**config.mk**
```make
export PLATFORM = sky130hd
export DESIGN_NAME = dma_channel
export DESIGN_NICKNAME = d
export VERILOG_FILES = /design/src/rtl/dma_ch_pkg.sv /design/src/rtl/dma_ch_decode.sv /design/src/rtl/dma_ch_step.sv /design/src/rtl/dma_ch_cost.sv /design/src/rtl/dma_channel.sv
export SDC_FILE = /design/constraint.sdc
export NUM_CORES = 1
export LEC_CHECK = 0
export ABC_AREA = 1
export BUFFER_PORTS_ARGS = -buffer_cell sky130_fd_sc_hd__buf_2
export CAP_MARGIN = 20
export CORE_MARGIN = 2
export CORE_UTILIZATION = 35
export DETAILED_ROUTE_END_ITERATION = 10
export PLACE_DENSITY = 0.64
export SLEW_MARGIN = 20
export SYNTH_ARGS = -nofsm -noshare
export SYNTH_HDL_FRONTEND = slang
export SYNTH_SLANG_ARGS = --single-unit
```
**constraint.sdc**
```tcl
create_clock -name clk -period 3.9 [get_ports clk]
set_input_delay 0.39 -clock clk [delete_from_list [all_inputs] [get_ports clk]]
set_output_delay 0.39 -clock clk [all_outputs]
set_load 0.01 [all_outputs]
```
**src/rtl/dma_ch_pkg.sv**
```systemverilog
// Shared types and the region wait-state table for the copy channel.
// Assumes the region index is a 4-bit nibble taken from the address.
package dma_ch_pkg;

    localparam int COST_W = 6;

    typedef enum logic [2:0] {
        ST_IDLE, ST_READ, ST_WRITE, ST_WAIT, ST_TAIL
    } seq_state_t;

    typedef enum logic [1:0] {
        STEP_UP = 2'd0, STEP_DOWN = 2'd1, STEP_HOLD = 2'd2, STEP_UP_RELOAD = 2'd3
    } step_mode_t;

    typedef struct packed {
        logic       enable;
        logic       irq_en;
        logic [2:0] start_mode;
        logic       wide;
        logic       repeat_en;
        step_mode_t src_step;
        step_mode_t dst_step;
    } ctrl_fields_t;

    // Wait-state value of one region for the given unit width
    function automatic logic [COST_W-1:0] region_cost(input logic wide, input logic [3:0] region);
        case (region)
            4'h8, 4'h9:       return wide ? COST_W'(12) : COST_W'(6);
            4'hA:             return COST_W'(10);
            4'h2, 4'h5, 4'h6: return wide ? COST_W'(2) : COST_W'(1);
            default:          return COST_W'(1);
        endcase
    endfunction

endpackage

```
**src/rtl/dma_ch_decode.sv**
```systemverilog
// Splits the control word into its fields and turns the count field into
// an effective unit count, where 0 stands for the largest count plus one.
// Assumes CNT_W <= 21 so the count does not overlap the mode bits.
module dma_ch_decode #(
    parameter int CNT_W = 21
) (
    input  logic [31:0]                ctrl,
    output dma_ch_pkg::ctrl_fields_t   fields,
    output logic [CNT_W:0]             count_eff
);
    import dma_ch_pkg::*;

    // Field extraction and the zero-count rule
    always_comb begin
        fields.enable     = ctrl[31];
        fields.irq_en     = ctrl[30];
        fields.start_mode = ctrl[29:27];
        fields.wide       = ctrl[26];
        fields.repeat_en  = ctrl[25];
        fields.src_step   = step_mode_t'(ctrl[24:23]);
        fields.dst_step   = step_mode_t'(ctrl[22:21]);
        if (ctrl[CNT_W-1:0] == '0)
            count_eff = {1'b1, {CNT_W{1'b0}}};
        else
            count_eff = {1'b0, ctrl[CNT_W-1:0]};
    end
endmodule

```
**src/rtl/dma_ch_step.sv**
```systemverilog
// Computes the next working address after one unit.
// Assumes the step is 2 for 16-bit units and 4 for 32-bit units.
module dma_ch_step #(
    parameter int ADDR_W = 32
) (
    input  logic [ADDR_W-1:0]      addr,
    input  dma_ch_pkg::step_mode_t mode,
    input  logic                   wide,
    output logic [ADDR_W-1:0]      next_addr
);
    import dma_ch_pkg::*;

    logic [ADDR_W-1:0] stride;

    // Pick the stride and apply the step direction
    always_comb begin
        stride = wide ? ADDR_W'(4) : ADDR_W'(2);
        case (mode)
            STEP_DOWN: next_addr = addr - stride;
            STEP_HOLD: next_addr = addr;
            default:   next_addr = addr + stride;
        endcase
    end
endmodule

```
**src/rtl/dma_ch_cost.sv**
```systemverilog
// Cycle cost of one unit: the source region value plus the destination
// region value, from the table that matches the unit width.
module dma_ch_cost (
    input  logic                          wide,
    input  logic [3:0]                    src_region,
    input  logic [3:0]                    dst_region,
    output logic [dma_ch_pkg::COST_W-1:0] cost
);
    import dma_ch_pkg::*;

    // Sum of the two table lookups
    always_comb cost = region_cost(wide, src_region) + region_cost(wide, dst_region);
endmodule

```
**src/rtl/dma_channel.sv**
```systemverilog
// Single memory copy channel: register file, start logic, unit sequencer,
// request/ready memory port, halt request and completion interrupt.
// Assumes software writes registers only while the channel is idle, and
// that the address is at least 28 bits wide (region = bits 27:24).
module dma_channel #(
    parameter int ADDR_W      = 32,
    parameter int CNT_W       = 21,
    parameter int FIFO_CHUNK  = 112,
    parameter int TAIL_CYCLES = 2
) (
    input  logic              clk,
    input  logic              rst_n,
    input  logic              reg_wr_en,
    input  logic [1:0]        reg_sel,
    input  logic [31:0]       reg_wdata,
    input  logic [7:0]        trig_in,
    output logic [31:0]       ctrl_word,
    output logic              mem_wide,
    output logic              mem_rd_valid,
    output logic [ADDR_W-1:0] mem_rd_addr,
    input  logic              mem_rd_ready,
    input  logic [31:0]       mem_rd_data,
    output logic              mem_wr_valid,
    output logic [ADDR_W-1:0] mem_wr_addr,
    output logic [31:0]       mem_wr_data,
    input  logic              mem_wr_ready,
    output logic              cpu_halt,
    output logic              irq
);
    import dma_ch_pkg::*;

    localparam logic [1:0] SEL_SRC  = 2'd0;
    localparam logic [1:0] SEL_DST  = 2'd1;
    localparam logic [1:0] SEL_CTRL = 2'd2;
    localparam int         REM_W    = CNT_W + 1;
    localparam logic [2:0] MODE_FIFO = 3'd7;

    seq_state_t        state;
    logic [31:0]       ctrl_q, ctrl_next;
    logic [ADDR_W-1:0] src_reg, dst_reg, cur_src, cur_dst, src_nx, dst_nx;
    logic [REM_W-1:0]  rem_cnt, iter_cnt, count_eff;
    logic [COST_W-1:0] wait_cnt, unit_cost;
    logic [31:0]       data_q;
    ctrl_fields_t      fld;
    logic              ctrl_wr, en_rise, trig_hit, start_go;

    dma_ch_decode #(.CNT_W(CNT_W)) u_decode (
        .ctrl(ctrl_next), .fields(fld), .count_eff(count_eff)
    );
    dma_ch_step #(.ADDR_W(ADDR_W)) u_src_step (
        .addr(cur_src), .mode(fld.src_step), .wide(fld.wide), .next_addr(src_nx)
    );
    dma_ch_step #(.ADDR_W(ADDR_W)) u_dst_step (
        .addr(cur_dst), .mode(fld.dst_step), .wide(fld.wide), .next_addr(dst_nx)
    );
    dma_ch_cost u_cost (
        .wide(fld.wide), .src_region(cur_src[27:24]), .dst_region(cur_dst[27:24]),
        .cost(unit_cost)
    );

    // Start conditions: enable edge in mode 0, or the matching trigger when armed
    always_comb begin
        ctrl_wr   = reg_wr_en && (reg_sel == SEL_CTRL);
        ctrl_next = ctrl_wr ? reg_wdata : ctrl_q;
        en_rise   = ctrl_wr && !ctrl_q[31] && reg_wdata[31];
        trig_hit  = !ctrl_wr && fld.enable && (fld.start_mode != 3'd0)
                    && trig_in[fld.start_mode];
        start_go  = (state == ST_IDLE)
                    && ((en_rise && (fld.start_mode == 3'd0)) || trig_hit);
    end

    // Registers, working addresses and the unit sequencer
    always_ff @(posedge clk) begin
        if (!rst_n) begin
            state    <= ST_IDLE;
            ctrl_q   <= '0;
            src_reg  <= '0;
            dst_reg  <= '0;
            cur_src  <= '0;
            cur_dst  <= '0;
            rem_cnt  <= '0;
            iter_cnt <= '0;
            wait_cnt <= '0;
            data_q   <= '0;
            irq      <= 1'b0;
        end else begin
            irq <= 1'b0;
            if (reg_wr_en && reg_sel == SEL_SRC) src_reg <= reg_wdata[ADDR_W-1:0];
            if (reg_wr_en && reg_sel == SEL_DST) dst_reg <= reg_wdata[ADDR_W-1:0];
            if (ctrl_wr) ctrl_q <= reg_wdata;
            if (en_rise) begin
                cur_src <= src_reg;
                cur_dst <= dst_reg;
            end
            case (state)
                ST_IDLE: begin
                    if (start_go) begin
                        rem_cnt  <= count_eff;
                        iter_cnt <= (fld.start_mode == MODE_FIFO && count_eff > REM_W'(FIFO_CHUNK))
                                    ? REM_W'(FIFO_CHUNK) : count_eff;
                        if (fld.dst_step == STEP_UP_RELOAD) cur_dst <= dst_reg;
                        state <= ST_READ;
                    end
                end
                ST_READ: begin
                    if (mem_rd_ready) begin
                        data_q <= mem_rd_data;
                        state  <= ST_WRITE;
                    end
                end
                ST_WRITE: begin
                    if (mem_wr_ready) begin
                        cur_src  <= src_nx;
                        cur_dst  <= dst_nx;
                        wait_cnt <= unit_cost;
                        iter_cnt <= iter_cnt - 1'b1;
                        rem_cnt  <= rem_cnt - 1'b1;
                        state    <= ST_WAIT;
                    end
                end
                ST_WAIT: begin
                    if (wait_cnt == COST_W'(1)) begin
                        if (iter_cnt != '0) begin
                            state <= ST_READ;
                        end else if (rem_cnt != '0) begin
                            ctrl_q[CNT_W-1:0] <= rem_cnt[CNT_W-1:0];
                            state <= ST_IDLE;
                        end else begin
                            wait_cnt <= COST_W'(TAIL_CYCLES);
                            state    <= ST_TAIL;
                        end
                    end else begin
                        wait_cnt <= wait_cnt - 1'b1;
                    end
                end
                ST_TAIL: begin
                    if (wait_cnt == COST_W'(1)) begin
                        if (!fld.repeat_en) ctrl_q[31] <= 1'b0;
                        irq   <= fld.irq_en;
                        state <= ST_IDLE;
                    end else begin
                        wait_cnt <= wait_cnt - 1'b1;
                    end
                end
                default: state <= ST_IDLE;
            endcase
        end
    end

    // Port outputs derived from the sequencer state
    always_comb begin
        ctrl_word    = ctrl_q;
        mem_wide     = fld.wide;
        mem_rd_valid = (state == ST_READ);
        mem_rd_addr  = cur_src;
        mem_wr_valid = (state == ST_WRITE);
        mem_wr_addr  = cur_dst;
        mem_wr_data  = data_q;
        cpu_halt     = (state != ST_IDLE);
    end
endmodule

```
Word level (Yosys, flattened, before mapping) --
Cells that the tools add are included.
Operators by class: shift-type cells 0, add/subtract/negate cells 8, $mul 0, div/mod/pow operators 0, multiplexer cells 47, order comparisons 2, eq/ne operators 35, bitwise gates (word level) 0, reduce and logical (&&, ||, !) cells 33
Operator list (number):
- $mux 32 | 8
- $pmux 32 s2 | 3
- $mux 22 | 6
- $pmux 22 s2 | 2
- $mux 21 | 4
- $add 32x32->32 | 2
- $sub 32x32->32 | 2
- $pmux 6 s3 | 3
- $reduce_bool 22->1 | 2
- $sub 22x1->22 const B | 2
- $mux 6 | 5
- $eq 4x4->1 const B | 6
- $mux 3 | 8
- $gt 22x7->1 const B | 1
- $logic_not 21->1 | 1
- $eq 4x3->1 const B | 4
- $pmux 3 s5 | 1
- $ne 3x3->1 const B | 4
- $logic_and 1x1->1 | 11
- $reduce_and 5->1 | 2
- $reduce_bool 3->1 | 3
- $eq 2x2->1 const B | 4
- $eq 4x2->1 const B | 2
- $ne 2x2->1 const B | 4
- 22 further kinds | 35
Word-level totals: bits in read-only memories 0, memories kept 0, latch bits 0, RAM bits 0, register bits after elaboration 246, word-level logic and storage cells 136

Depth between registers and ports, before layout --
Gate-level depths: netlist of the first run.
depth after elaboration 10, depth in mapped cells 26

Modules after synthesis --
Synthesis of the first run repeated with hierarchy kept, for this count alone.
Second synthesis, totals: cell total of the unflattened synthesis 3176, area, all modules 18534.0 sq um
Modules (own cells, without submodules):
- dma_channel | times used 1, seq. area each 4924.7 sq um, area each 12504.5 sq um, cells each 1910
- dma_ch_step | times used 2, seq. area each 0.0 sq um, area each 2751.4 sq um, cells each 580
- dma_ch_cost | times used 1, seq. area each 0.0 sq um, area each 286.5 sq um, cells each 54
- dma_ch_decode | times used 1, seq. area each 0.0 sq um, area each 240.2 sq um, cells each 52

Worst setup path before layout of the first run --
Ideal clock, no wire load.
path kind input to register, from input reg_sel[0], to register cur_src[21] (netlist: mem_rd_addr[21]), setup slack -0.028 ns, arrival 3.859 ns, buffers on the path 1, cell stages on the path 17, library setup time 0.070 ns, cells stage by stage inv_1 -> nand3_2 -> buf_6 -> inv_1 -> or2_2 -> o21a_1 -> nor2_1 -> ha_1 -> nand2_1 -> o21ai_0 -> nor2_1 -> o21ai_0 -> a21oi_1 -> or2_2 -> nand2_1 -> o21bai_1 -> a21oi_1
On the way: word-level cells in the longest chain between the ends 8, elaborated cells between the ends (all ways) 15, classes of those cells 2 x add/sub; 4 x eq/ne; 6 x mux; 3 x reduce/logical
RTL lines:
- start, declared | line dma_channel.sv:14 | input logic [1:0] reg_sel,
- $eq 2x2->1 (*) | line dma_channel.sv:63 | ctrl_wr = reg_wr_en && (reg_sel == SEL_CTRL);
- $logic_and 1x1->1 (*) | line dma_channel.sv:63
- $mux 32 | line dma_channel.sv:64 | ctrl_next = ctrl_wr ? reg_wdata : ctrl_q;
- $mux 3 | line dma_ch_step.sv:17 | stride = wide ? ADDR_W'(4) : ADDR_W'(2);
- $add 32x32->32 / $sub 32x32->32 (equally long branches) | line dma_ch_step.sv:21, dma_ch_step.sv:19
- $pmux 32 s2 | line dma_ch_step.sv:18 | case (mode)
- $mux 32 | line dma_channel.sv:112 | if (mem_wr_ready) begin
- $mux 32 | line dma_channel.sv:95 | case (state)
- end signal, assigned | line dma_channel.sv:92 | cur_src <= src_reg;
- end signal, assigned | line dma_channel.sv:113 | cur_src <= src_nx;
- end, declared | line dma_channel.sv:40 | logic [ADDR_W-1:0] src_reg, dst_reg, cur_src, cur_dst, src_nx, dst_nx;
Mark *: on every way between the ends. The rest lies on a longest branch, timed or not. A chain may end at the register's enable or synchronous reset.

Final worst setup path of the first run --
from register ctrl_q[26] (netlist: ctrl_word[26]), to register cur_dst[13] (netlist: mem_wr_addr[13])
On the way: word-level cells in the longest chain between the ends 6, elaborated cells between the ends (all ways) 7, classes of those cells 2 x add/sub; 5 x mux
RTL lines:
- start, declared | line dma_channel.sv:39 | logic [31:0] ctrl_q, ctrl_next;
- start signal, assigned | line dma_channel.sv:90 | if (ctrl_wr) ctrl_q <= reg_wdata;
- start signal, assigned by index | line dma_channel.sv:126 | ctrl_q[CNT_W-1:0] <= rem_cnt[CNT_W-1:0];
- $mux 32 (*) | line dma_channel.sv:64
- $mux 3 (*) | line dma_ch_step.sv:17
- $add 32x32->32 / $sub 32x32->32 (equally long branches) | line dma_ch_step.sv:21, dma_ch_step.sv:19
- $pmux 32 s2 (*) | line dma_ch_step.sv:18
- $mux 32 (*) | line dma_channel.sv:112
- $pmux 32 s2 (*) | line dma_channel.sv:95
- end signal, assigned | line dma_channel.sv:93 | cur_dst <= dst_reg;
- end signal, assigned | line dma_channel.sv:101 | if (fld.dst_step == STEP_UP_RELOAD) cur_dst <= dst_reg;
- end signal, assigned | line dma_channel.sv:114 | cur_dst <= dst_nx;
- end, declared | line dma_channel.sv:40
Marks and branches as above.

==> reports/qor.txt, run 1 <==
met3 WL - 3.69 mm
vias in the first global route - 16353
CP Capture Type - register
row count - 80
power per cell area - 524 mW/mm^2
end of the worst register-to-register path - mem_wr_addr[13]
First-pass DRT Iterations - 8
Post-synth ARST share - 0%
commonest non-fill, non-tap cell in the layout - nand2_1
Synthesized Nets - 2874
Worst R2R Start - ctrl_word[26]
Critical Path Fanout Max - 10
Finish-stage setup viols - 0
minimum clock period - 3.30 ns
Starting Density - 35.3%
worst skew pair latency - 0.58 ns
most frequent cells in the layout - nand2_1, nor2_1, inv_1
Crit path top cell by count - nand2_1
fillers - 5194
detailed placement HPWL - 45.0 mm
max incr delay on CP - 0.45 ns
CP required - 4.36 ns
first-pass GRT wire length - 93.1 mm
slowest CP cell - o21ai_0
ant diodes - 0
Avg Cell Area, Syn - 6.15 um^2
clk buf depth - 3
cell count of the worst reg-to-reg path - 16
GRT Util Overall - 23.5%
Max Slew Vio Count - 0
yosys warns - 0
Finished Core Util - 40.8%
area grow syn2layout - 15.5%
depth of the CTS H-tree - 1
initial antenna violation count - 0
Hold Path Class - in -> reg
Register Area - 0.00492 mm^2
top_reg_cell synth - dfxtp_1
crit path cell chain - or2_2 > o21ai_0 > clkinv_1 > buf_4 > nor2_1 > ha_1 > nand2_1 > nand3_1 > nand2_1 > nand3_1 > nand2_1 > nand2_1 > o21ai_0 > nand2_1 > nor3_1 > nor2_1
largest net degree at the start of global routing - 188
nets@finish - 3042
post-CTS resize count - 0
Post-CTS Setup Bufs - 0
Seq cells post-synth - 246
leakage power - 0.00959 uW
I/O pin cnt - 212
total CTS buffers - 29
measured slew at the worst slew-check pin - 0.944 ns
worst relative slew slack - 37.0%
Crit Path Category - reg -> reg
port bufs - 210
remaining antenna violation count after routing - 0
CTS tree - built
Fin Clk Skew - 0.0183 ns
Via density - 5.18
via count - 18243
synthesized cell area - 0.0167 mm^2
Worst EP arrival - 3.76 ns
Root Driver - clkbuf_16
clock sink total - 246
Worst-path clk slew - 0.06 ns
top routing layer in use - met4
hold_buf cts - 0
core area - 0.0474 mm^2
status - finished, final reports clean
setup TNS - 0 ns
hold_sp - mem_rd_data[5]
period utilization - 84.6%
Max Clk Rate - 303 MHz
Worst IR Drop VDD - 0.372 mV
Multi-input gate area - 0.0100 mm^2
Die Height - 223 um
share of post-route cells with drive strength above 1 - 11.5%
Hold Path Depth - 3
routability cong. - 0.956
met2 WL - 27.3 mm
die footprint - 0.0496 mm^2
Max Cap Viol - 0
R2R setup slack - 0.60 ns
synthesized instance count - 2724
Seq/Total Area, Yosys - 29.4%
EDFF count, synth - 0
Worst setup SP type - register
Hold Path Sink - mem_wr_data[5]
M1 wire length - 27.5 mm
drt drc - 0
wirelength, routed - 60.2 mm
drt wl/cell - 17.1 um
GRT Residual Overflow - 0
Hold Fails Final Rpt - 0
Unique masters post-synth - 53
Die W - 223 um
Initial DRC Count - 1614
RSZ-0062 raised after global routing - false
-- metrics by stage --
step / instances / total power (uW) / hold WS, ns / setup slack (ns) / instance area, um^2
after global routing: 3522 / 10800 / 0.0626 / 0.410 / 19300
final: 3522 / 10100 / 0.0712 / 0.599 / 19300
after global placement: 3475 / 7380 / 0.448 / 0.194 / 18400
after floorplan: 2724 / 6140 / 0.430 / 0.304 / 16700
after detailed placement: 3475 / 7400 / 0.452 / 0.204 / 18400
after CTS: 3521 / 10100 / 0.0402 / 0.683 / 19300
-- cell usage after synthesis (all sizes together), types with 5 or more instances --
| cell type | instances | area [um^2] |
|---|---|---|
| a31oi | 21 | 131 |
| inv | 350 | 1310 |
| xnor2 | 8 | 70.1 |
| o22ai | 17 | 106 |
| o221ai | 8 | 70.1 |
| nand3 | 202 | 1020 |
| nand2 | 549 | 2070 |
| nand3b | 6 | 45.0 |
| nor4 | 6 | 43.8 |
| clkbuf | 77 | 289 |
| ha | 70 | 876 |
| a21boi | 5 | 37.5 |
| buf | 37 | 219 |
| a21o | 10 | 75.1 |
| a21oi | 240 | 1200 |
| o21ai | 340 | 1710 |
| o211ai | 6 | 45.0 |
| o21a | 11 | 82.6 |
| nor2 | 369 | 1390 |
| dfxtp | 246 | 4920 |
| nand4 | 35 | 219 |
| nor3 | 33 | 191 |
| xor2 | 21 | 184 |
| o21bai | 19 | 143 |
| or2 | 14 | 87.6 |
-- area by class of cell --
type | instances | area share (%)
Clock buffer | 38 | 4.19
Clock inverter | 8 | 0.517
Inverter | 352 | 6.83
Multi-Input combinational cell | 2012 | 51.8
Sequential cell | 246 | 25.5
Tap cell | 615 | 3.98
Timing Repair Buffer | 251 | 7.27
-- cell families after synthesis --
group / share of synthesized area [%]
fa+ha+maj: 5.35
flops: 29.4
xor+xnor: 1.52
buf+inv: 10.9
compound gates: 22.2
simple gates: 30.4
mux: 0.120
-- metal layers --
layer  vias to the layer above  track usage, %
li1                       9314               -
met1                      8241            32.4
met2                       604            38.3
met3                        84            2.90
met4                         0            6.93
met5                         -               0
-- where the power goes --
part | switching, uW | internal (uW)
clock network | 1130 | 1570
logic | 2650 | 1430
registers | 424 | 2930
-- worst max path at each step --
| stage | start | end | cells past startpoint |
|---|---|---|---|
| global placement | reg_sel[0] | mem_wr_addr[21] | 22 |
| detailed placement | reg_sel[0] | mem_wr_addr[21] | 22 |
| finish | ctrl_word[26] | mem_wr_addr[13] | 16 |
| CTS | ctrl_word[26] | mem_wr_addr[13] | 16 |
| floorplan | reg_sel[0] | mem_rd_addr[21] | 18 |
| global route | reg_sel[0] | mem_wr_addr[29] | 25 |
-- critical path: cells and delay by family, from the launching register on --
family	cells	cell delay [ns]
and+or+nand+nor	11	1.63
AOI/OAI and AO/OA	2	0.56
DFF	1	0.35
buffers and inverters	2	0.34
adders and majority gates	1	0.33
Power figures use the tool's default switching activity.
==> run 2, diff against run 1 <==
PLACE_DENSITY = 0.62   (was 0.64)
clock period = 3.5 ns   (was 3.9 ns; I/O delays follow)
==> reports/qor.txt, run 2 (synthesized netlist as in run 1, its figures left out) <==
port bufs - 210
drt drc - 0
crit path cell chain - or2_2 > o21ai_0 > clkinv_2 > buf_4 > nor2_1 > ha_1 > nand2_1 > nand3_1 > nand2_1 > nand3_1 > nand2_1 > nand2_1 > o21ai_0 > buf_4 > nand2_1 > nor3_1 > nor2_1
commonest non-fill, non-tap cell in the layout - nand2_1
ant diodes - 0
core area - 0.0474 mm^2
final setup margin - 0.356 ns
setup TNS - 0 ns
Design Area, Final - 0.0201 mm^2
First-pass DRT Iterations - 6
Die Height - 223 um
die footprint - 0.0496 mm^2
combinational power share - 40.8%
first-pass GRT wire length - 95.0 mm
Finished Core Util - 42.3%
Crit Path Category - reg -> reg
Die W - 223 um
clock sink total - 246
Critical Path Fanout Max - 10
vias in the first global route - 16834
net switching power - 4760 uW
Clock power frac - 26.8%
share of post-route cells with drive strength above 1 - 13.3%
nets@finish - 3121
status - finished, final reports clean
Starting Density - 35.3%
max incr delay on CP - 0.35 ns
Seq pwr share - 32.4%
Finish-stage setup viols - 0
via count - 18734
Hold Path Class - in -> reg
Max Cap Viol - 0
row count - 80
Max Clk Rate - 318 MHz
initial antenna violation count - 1
most frequent cells in the layout - nand2_1, nor2_1, inv_1
depth of the CTS H-tree - 1
Worst IR Drop VDD - 0.365 mV
I/O pin cnt - 212
worst relative slew slack - 36.1%
Max Slew Vio Count - 0
Worst-path clk slew - 0.06 ns
Via density - 5.20
slowest CP cell - dfxtp_1
GRT Residual Overflow - 0
power per cell area - 577 mW/mm^2
CP top delay family - simple AND/OR/NAND/NOR gates
Power Internal - 6810 uW
clk buf depth - 3
Worst setup SP type - register
remaining antenna violation count after routing - 0
Initial DRC Count - 1665
routability cong. - 0.955
CP Buf/Inv Count - 3
final worst hold slack - 0.0266 ns
Hold Fails Final Rpt - 0
drt wl/cell - 17.1 um
worst skew pair latency - 0.58 ns
Fin Clk Skew - 0.0164 ns
CP Capture Type - register
CTS tree - built
CP required - 3.96 ns
Placement Setup Slack - -0.0892 ns
minimum clock period - 3.14 ns
largest net degree at the start of global routing - 88
Root Driver - clkbuf_16
Cell Area, Placed - 0.0189 mm^2
RSZ-0062 raised after global routing - false
sw frac - 41.1%
wirelength, routed - 61.6 mm
period utilization - 89.8%
Crit path top cell by count - nand2_1
detailed placement HPWL - 46.0 mm
measured slew at the worst slew-check pin - 0.957 ns
leakage power - 0.0100 uW
GRT Util Overall - 24.0%
Worst EP arrival - 3.61 ns
total CTS buffers - 30
area grow syn2layout - 19.8%
run 2: cell types whose count changed in the layout (fill, tap and decap cells not counted), sizes merged:
cell,previous run,this run
buf,251,314
dlygate4sd3,0,15
clkbuf,38,48
clkinv,6,4
bufinv,2,1
inv,351,350
run 2: tightest hold or removal path: stages:
cell and delay, ns:
buf_2 0.07, o21ai_0 0.07, nor2_1 0.08
run 2: through the flow:
stage          std cells  power, uW
2_1_floorplan       2724       6840
3_3_place_gp        3539       8410
3_5_place_dp        3539       8430
4_1_cts             3606      11600
5_1_grt             3606      12400
6_report            3606      11600
run 2: worst paths after layout:
path / start / endpoint / slack [ns] / cells past startpoint
worst max-delay path: ctrl_word[26] / mem_wr_addr[13] / 0.36 / 17
worst min-delay path: mem_rd_data[22] / mem_wr_data[22] / 0.03 / 3
worst max register to register: ctrl_word[26] / mem_wr_addr[13] / 0.36 / 17
worst min register to register: src_reg[4] / src_reg[4] / 0.46 / 2
run 2: final cells by class:
class / instances / area [um^2]
Clock inverter: 4 / 58.8
Inverter: 352 / 1320
Tap cell: 615 / 769
Clock buffer: 48 / 908
Sequential cell: 246 / 4920
Multi-Input combinational cell: 2012 / 10000
Fill cell: 5155 / 27400
Timing Repair Buffer: 329 / 2060
run 2: power by group through the flow:
| stage | logic (uW) | clock network, uW | registers, uW |
|---|---|---|---|
| 3_5_place_dp | 4630 | 0 | 3790 |
| 6_report | 4730 | 3100 | 3750 |
| 4_1_cts | 4680 | 3150 | 3740 |
| 2_1_floorplan | 3090 | 0 | 3760 |
| 5_1_grt | 5280 | 3270 | 3810 |
| 3_3_place_gp | 4610 | 0 | 3800 |
run 2: what timing repair did:
action | 4_1_cts | 5_1_grt
gates resized for setup | 0 | 1
endpoints found under the hold margin | 15 | 0
setup endpoints to repair | 0 | 2
hold buffers | 15 | 0
setup buffers | 0 | 0
run 2: per-layer routing:
layer	GRT usage [%]	wire length (um)	vias to the layer above
li1	-	-	9483
met1	33.0	27800	8502
met2	39.0	27700	667
met3	2.96	4280	82
met4	7.45	1800	0
met5	0	0	-
